--- config.mk ---
export PLATFORM = sky130hd
export DESIGN_NAME = dual_strobe_bus_if
export DESIGN_NICKNAME = d
export VERILOG_FILES = /design/src/rtl/dsb_pkg.sv /design/src/rtl/dsb_ctrl.sv /design/src/rtl/dsb_dpath.sv /design/src/rtl/dual_strobe_bus_if.sv
export SDC_FILE = /design/constraint.sdc
export NUM_CORES = 1
export LEC_CHECK = 0
export BUFFER_PORTS_ARGS = -buffer_cell sky130_fd_sc_hd__buf_2
export CELL_PAD_IN_SITES_DETAIL_PLACEMENT = 1
export CELL_PAD_IN_SITES_GLOBAL_PLACEMENT = 1
export CORE_ASPECT_RATIO = 1.4
export CORE_UTILIZATION = 55
export CTS_BUF_LIST = sky130_fd_sc_hd__clkbuf_4 sky130_fd_sc_hd__clkbuf_8 sky130_fd_sc_hd__clkbuf_16
export CTS_CLUSTER_SIZE = 14
export DETAILED_ROUTE_END_ITERATION = 8
export PLACE_DENSITY = 0.82
export SYNTH_ARGS = -nofsm -noshare
export SYNTH_HDL_FRONTEND = slang
export SYNTH_SLANG_ARGS = --single-unit
--- constraint.sdc ---
create_clock -name clk -period 3.8 [get_ports clk]
set_clock_uncertainty 0.05 [all_clocks]
set_input_delay 0 -clock clk [delete_from_list [all_inputs] [get_ports clk]]
set_output_delay 0 -clock clk [all_outputs]
set_load 0.005 [all_outputs]
--- src/rtl/dsb_pkg.sv ---
package dsb_pkg;
  // Per-cycle strobes from bus control to the datapath
  typedef struct packed {
    logic latchAddr;  // capture location from the bus
    logic writeStb;   // commit held byte to current location
    logic readEn;     // present current location on the bus next cycle
  } busStrobes_t;
endpackage

--- src/rtl/dsb_ctrl.sv ---
module dsb_ctrl
  import dsb_pkg::*;
(
  input  logic        clk,
  input  logic        rstN,
  input  logic        motoMode,
  input  logic        addrStrb,
  input  logic        dataStrb,
  input  logic        rwN,
  output busStrobes_t stb
);
  logic prevAs, prevDs, prevRw;

  always_ff @(posedge clk or negedge rstN) begin
    if (!rstN) begin
      prevAs <= 1'b0;
      prevDs <= 1'b0;
      prevRw <= 1'b1;
    end else begin
      prevAs <= addrStrb;
      prevDs <= dataStrb;
      prevRw <= rwN;
    end
  end

  always_comb begin
    stb.latchAddr = prevAs & ~addrStrb;
    if (motoMode) begin
      stb.readEn   = dataStrb & rwN;
      stb.writeStb = prevDs & ~dataStrb & ~prevRw;
    end else begin
      stb.readEn   = ~dataStrb;
      stb.writeStb = ~prevRw & rwN;
    end
  end
endmodule

--- src/rtl/dsb_dpath.sv ---
module dsb_dpath
  import dsb_pkg::*;
#(
  parameter int ADDR_W    = 7,
  parameter int DATA_W    = 8,
  parameter int CTL_BYTES = 14,
  localparam int CTL_AW      = $clog2(CTL_BYTES),
  localparam int STORE_BYTES = (1 << ADDR_W) - CTL_BYTES
) (
  input  logic              clk,
  input  logic              rstN,
  input  busStrobes_t       stb,
  input  logic [DATA_W-1:0] adIn,
  input  logic [DATA_W-1:0] ctlRdData,
  output logic [DATA_W-1:0] adOut,
  output logic              adOe,
  output logic              ctlWrEn,
  output logic [CTL_AW-1:0] ctlAddr,
  output logic [DATA_W-1:0] ctlWrData
);
  logic [ADDR_W-1:0] addrReg;
  logic [DATA_W-1:0] dataHold;
  logic [DATA_W-1:0] store [STORE_BYTES];
  logic              isCtl;
  logic [ADDR_W-1:0] storeIdx;

  assign isCtl    = addrReg < ADDR_W'(CTL_BYTES);
  assign storeIdx = addrReg - ADDR_W'(CTL_BYTES);

  // Bus value of the last cycle, used when a write strobe ends
  always_ff @(posedge clk) dataHold <= adIn;

  // Storage has no reset: contents survive rstN
  always_ff @(posedge clk) begin
    if (stb.writeStb && !isCtl) store[storeIdx] <= dataHold;
  end

  always_ff @(posedge clk or negedge rstN) begin
    if (!rstN) begin
      addrReg   <= '0;
      adOe      <= 1'b0;
      adOut     <= '0;
      ctlWrEn   <= 1'b0;
      ctlAddr   <= '0;
      ctlWrData <= '0;
    end else begin
      if (stb.latchAddr) addrReg <= adIn[ADDR_W-1:0];
      adOe    <= stb.readEn;
      ctlWrEn <= stb.writeStb && isCtl;
      if (stb.readEn) adOut <= isCtl ? ctlRdData : store[storeIdx];
      if (stb.writeStb && isCtl) begin
        ctlAddr   <= addrReg[CTL_AW-1:0];
        ctlWrData <= dataHold;
      end
    end
  end
endmodule

--- src/rtl/dual_strobe_bus_if.sv ---
module dual_strobe_bus_if
  import dsb_pkg::*;
(
  input  logic       clk,
  input  logic       rstN,
  input  logic       motoMode,
  input  logic       addrStrb,
  input  logic       dataStrb,
  input  logic       rwN,
  input  logic [7:0] adIn,
  output logic [7:0] adOut,
  output logic       adOe,
  output logic       ctlWrEn,
  output logic [3:0] ctlAddr,
  output logic [7:0] ctlWrData,
  input  logic [7:0] ctlRdData
);
  busStrobes_t stb;

  dsb_ctrl u_ctrl (
    .clk(clk), .rstN(rstN), .motoMode(motoMode), .addrStrb(addrStrb),
    .dataStrb(dataStrb), .rwN(rwN), .stb(stb)
  );

  dsb_dpath #(.ADDR_W(7), .DATA_W(8), .CTL_BYTES(14)) u_dpath (
    .clk(clk), .rstN(rstN), .stb(stb), .adIn(adIn), .ctlRdData(ctlRdData),
    .adOut(adOut), .adOe(adOe), .ctlWrEn(ctlWrEn), .ctlAddr(ctlAddr),
    .ctlWrData(ctlWrData)
  );
endmodule

Word level (Yosys, flattened, before mapping). Memories as Yosys holds them, arrays and structs flattened. Cells that the tools add are included.

$add $sub $neg: 1. Multipliers: 0. Div/mod/pow operators: 0. Order comparisons: 1. Equality and inequality tests: 0. Shift-type cells: 0. Multiplexer cells: 4. Bitwise operators: 8. Reductions and logical operators: 3.

Operator list (number): 8-bit two-way mux (1); 7-bit by 4-bit less-than comparator with 1-bit output, second input constant (1); 7-bit by 4-bit subtractor with 7-bit output, second input constant (1); 1-bit AND (5); 1-bit NOT (3); 1-bit logical AND (2); 1-bit two-way mux (2); 2-bit two-way mux (1); 1-bit zero test (1).

Register bits: 40. Latch bits: 0. Bits in writable memories: 912. Memory bits (read-only): 0. Bits of input ports: 22. Output and inout bits: 22. Logic and storage cells: 28. Memories: 1.

Memory list: u_dpath.store (depth 114, width 8, rd ports 1, clocked after Yosys merged registers in 0, write ports 1, line dsb_dpath.sv:23) `logic [DATA_W-1:0] store [STORE_BYTES];`.

Logic depth before layout (Yosys ltp).
Depth in word-level cells: 7. Depth in mapped cells: 13. Gate-level depth less buffers: 9.

Hierarchy. A second synthesis with hierarchy kept.

Cell total of the unflattened synthesis: 2039. Area, all modules: 37523.5 sq um.

By module, submodules not included: dsb_dpath (instances 1, cells an instance 2030, area each 37408.4 sq um, seq. area each 28272.1 sq um); dsb_ctrl (instances 1, cells an instance 9, area each 115.1 sq um, seq. area each 76.3 sq um).

Least setup slack after synthesis. OpenSTA, ideal clock, no wires.

Path kind: register -> register. Start point: reg u_dpath.addrReg[1]. End point: mem u_dpath.store[16][0], enable pin. Setup time: 370 ps. Arrival: 2261 ps. Required time: 3380 ps. Slack: 1119 ps. Cell stages (with the launch flop): 10. Buffers on the path: 2. Clock period less this slack: 2681 ps. Path through: dfrtp_1 > ha_1 > buf_2 > and2_1 > nor2_1 > xor2_1 > nor2_1 > clkbuf_1 > nand2_1 > nor2_1.

Word-level cells in the longest chain between the ends: 5. Elaborated cells between the ends (all ways): 6. Classes of those cells: add/sub (1); order compare (1); mux (2); reduce/logical (2).

RTL lines: start: declaration (line dsb_dpath.sv:21) `logic [ADDR_W-1:0] addrReg;`; start signal: assignment (line dsb_dpath.sv:47) `if (stb.latchAddr) addrReg <= adIn[ADDR_W-1:0];`; 7-bit by 4-bit less-than comparator with 1-bit output (line dsb_dpath.sv:27) `assign isCtl = addrReg < ADDR_W'(CTL_BYTES);`; 1-bit zero test (line dsb_dpath.sv:35) `if (stb.writeStb && !isCtl) store[storeIdx] <= dataHold;`; 1-bit logical AND (line dsb_dpath.sv:35); 1-bit two-way mux (line dsb_dpath.sv:35); 1-bit two-way mux (implied by the code) (line dsb_dpath.sv:35); end: declaration (line dsb_dpath.sv:23).

Parallel ways exist; a longest one is shown, timed or not.

Worst setup path after layout.
Start point: reg u_dpath.addrReg[2]. End point: mem u_dpath.store[79][1], enable pin.

The elaborated chain is that of the path after synthesis.

==> results.toml <==
[critical_path]
worst-setup-path-type = "reg -> reg"
critical_path_arrival_ns = 4.05
end_kind = "register"
start_kind = "register"
cp_max_fo = 10
required_ns = 4.03
reg2reg_slack_ns = -0.01

[routing]
drt_iter0_markers = 2625
dr_total_vias = 21000
wire_per_inst_um = 37.7
vias_per_cell = 6.93
wl_um = 115000
first_pass_iters = 6
route.detailed.drc = 0
ant_nets = 0

[power]
swShare_pct = 26.7
internal-power_uw = 17700
p_per_area_nw_per_um2 = 572
p_leak_uw = 0.0140
ir_worst_vdd_uv = 558
net-switching-power_uw = 6430
clockPowerShare_pct = 36.7
p_seq_share_pct = 49.5
combPwrFrac_pct = 13.8

[synth]
ys_types = 46
synth-edff-count = 912
synth_top_cell_by_area = "edfxtp_1"
ys_ff_latch = 952
netlist_area_um2 = 37200
yosys_warnings = 0
synth_ff_type = "edfxtp_1"
synthTopCellsByArea = "edfxtp_1 74%, mux4_2 6.8%, mux2i_1 6.7%"
synthesis.nets = 1952
synth-seq-area-share_pct = 76.1
synth-async-reset-ratio_pct = 3.36
synth_top_area_share_pct = 73.6
syn_inst = 1925
syn_area_per_cell_um2 = 19.3

[clock_tree]
path_clk_slew_ns = 0.08
htreeDepth = 3
cts-root-buf = "clkbuf_16"
cts_tree = "done"
worstSkewPairLatency_ns = 0.68
clock-sinks = 952
cts_made_buffers = 85
cts_buffer_depth = 3

[floorplanning]
fp.dieArea_um2 = 68800
ioPinCount = 44
core_um2 = 66800
initial_core_util_pct = 55.7
num_rows = 112
die_x_um = 222
die_y_um = 310

[placement]
placed_cells = 2850
dp_worst_setup_slack_ns = 0.210
place.gp.congestion = 0.938
place_hpwl_um = 64000
dpl_cell_area_um2 = 39100
port_buffers = 43

[final_layout]
post-route-util_pct = 63.1
fin_nets = 2144
final_cells = 3038
mostFrequentLayoutCells = "912 x edfxtp_1, 250 x mux2i_1, 124 x buf_4, 121 x nor2_1, 112 x mux4_2"
final_common_cell = "edfxtp_1"
diodes = 0
fillers = 5421
areaGrowthSynthToFinish_pct = 13.3
finalInstanceArea_um2 = 42200
layout-drive-gt1-share_pct = 23.3

[sta]
setup_violations = 9
hold_violations = 0
fmax_mhz = 262
max_slew.worst_pin.slew_ns = 1.38
final_max_slew_viol_count = 0
worst_slack_ns = -0.0146
fin_crit_sh_pct = 100
layout_min_cycle_time_ns = 3.81
relSlewSlack_pct = 8.04
rsz0062_at_grt = "true"

[global_route]
grt_first_pass_wirelength_um = 163000
grt_overflow = 0
grt_pass1_vias = 22300
grt_usage_pct = 33.9
antenna_found_initial = 0
grt_max_degree = 107

[status]
outcome = "complete, but fails checks"
violations = "setup timing"

[job]
cap_violations = 0

[worst_hold_path]
hp-class = "in -> reg"
-- cell usage after synthesis, drive strengths merged (28+ instances only) --
| cell type | count |
|---|---|
| a32oi | 28 |
| mux2i | 251 |
| a22oi | 57 |
| a221oi | 28 |
| nor2 | 129 |
| edfxtp | 912 |
| buf | 81 |
| nand2 | 46 |
| o22ai | 53 |
| mux2 | 48 |
| mux4 | 112 |
| dfrtp | 31 |
-- registers in the layout, summed over array words and instances, names as in the netlist --
| name | count |
|---|---|
| u_dpath.dataHold | 8 |
| u_dpath.ctlAddr | 4 |
| u_dpath.adOe | 1 |
| u_dpath.ctlWrEn | 1 |
| u_dpath.adOut | 8 |
| u_ctrl.prevDs | 1 |
| u_dpath.ctlWrData | 8 |
| u_dpath.store | 912 |
| u_ctrl.prevRw | 1 |
| u_ctrl.prevAs | 1 |
| u_dpath.addrReg | 7 |
-- power by group through the flow --
stage          clock [uW]  combinational, uW  sequential (uW)
6_report             8850               3320            11900
5_1_grt              9160               3390            11900
4_1_cts              8640               3190            11900
3_5_place_dp            0               3080            12100
3_3_place_gp            0               2930            12100
2_1_floorplan           0               1930            12000
-- worst max-delay path, cell delays in order (launching register included) --
cell	delay [ns]
dfrtp_1	0.58
ha_1	0.50
and2_1	0.30
nor2_1	0.11
xor2_1	0.21
nor2_1	0.48
nand2_1	0.41
nor2_1	0.78
-- final timing paths --
kind	startpoint	end	cells past startpoint
max	u_dpath.addrReg[2]	u_dpath.store[79][1]	7
max reg2reg	u_dpath.addrReg[2]	u_dpath.store[79][1]	7
min in group asynchronous	rstN	u_ctrl.prevRw	3
max in group asynchronous	rstN	u_dpath.addrReg[0]	4
min reg2reg	u_dpath.ctlWrData[1]	u_dpath.ctlWrData[1]	1
min	adIn[0]	u_dpath.addrReg[0]	3
-- cell families (layout without fill, tap and decap cells) --
kind of cell / after synthesis / count (layout) / share of synthesized area [%]
AOI/OAI and AO/OA: 238 / 238 / 4.56
xor gates and xnor gates: 5 / 5 / 0.118
adders and majority gates: 5 / 5 / 0.168
and+or+nand+nor: 203 / 203 / 2.21
DFF: 952 / 952 / 76.1
buffers and inverters: 111 / 369 / 1.82
muxes: 411 / 411 / 15.0
-- through the flow --
stage / TNS (ns) / hold slack [ns] / total power, uW
floorplan: 0 / -0.346 / 13900
global placement: 0 / 0.0569 / 15000
detailed placement: 0 / 0.0541 / 15200
CTS: 0 / 0.0789 / 23700
global route: -0.527 / 0.131 / 24500
finish: -0.0680 / 0.115 / 24100
-- area by class of cell --
type | count | area [um^2] | share of cell area (%)
flip-flops and latches | 952 | 28400 | 67.3
multi-input cells | 862 | 8250 | 19.6
clock buffers | 120 | 2460 | 5.82
repair buffers | 213 | 1730 | 4.09
well taps | 855 | 1070 | 2.54
clock inverters | 33 | 282 | 0.667
inverters | 3 | 11.3 | 0.0267
-- per-layer routing --
| layer | track usage, % | wire length, um |
|---|---|---|
| met5 | 0 | 0 |
| met4 | 22.8 | 8470 |
| met3 | 5.93 | 9560 |
| met1 | 39.1 | 38100 |
| met2 | 58.6 | 58400 |
-- timing repair --
item                       CTS  global route
buffers inserted             0             0
hold buffers                35             0
hold endpoints to repair    59             0
setup endpoints to repair    0            45
gates resized for setup      0             7
Note: power is estimated with default switching activity, not from simulation.
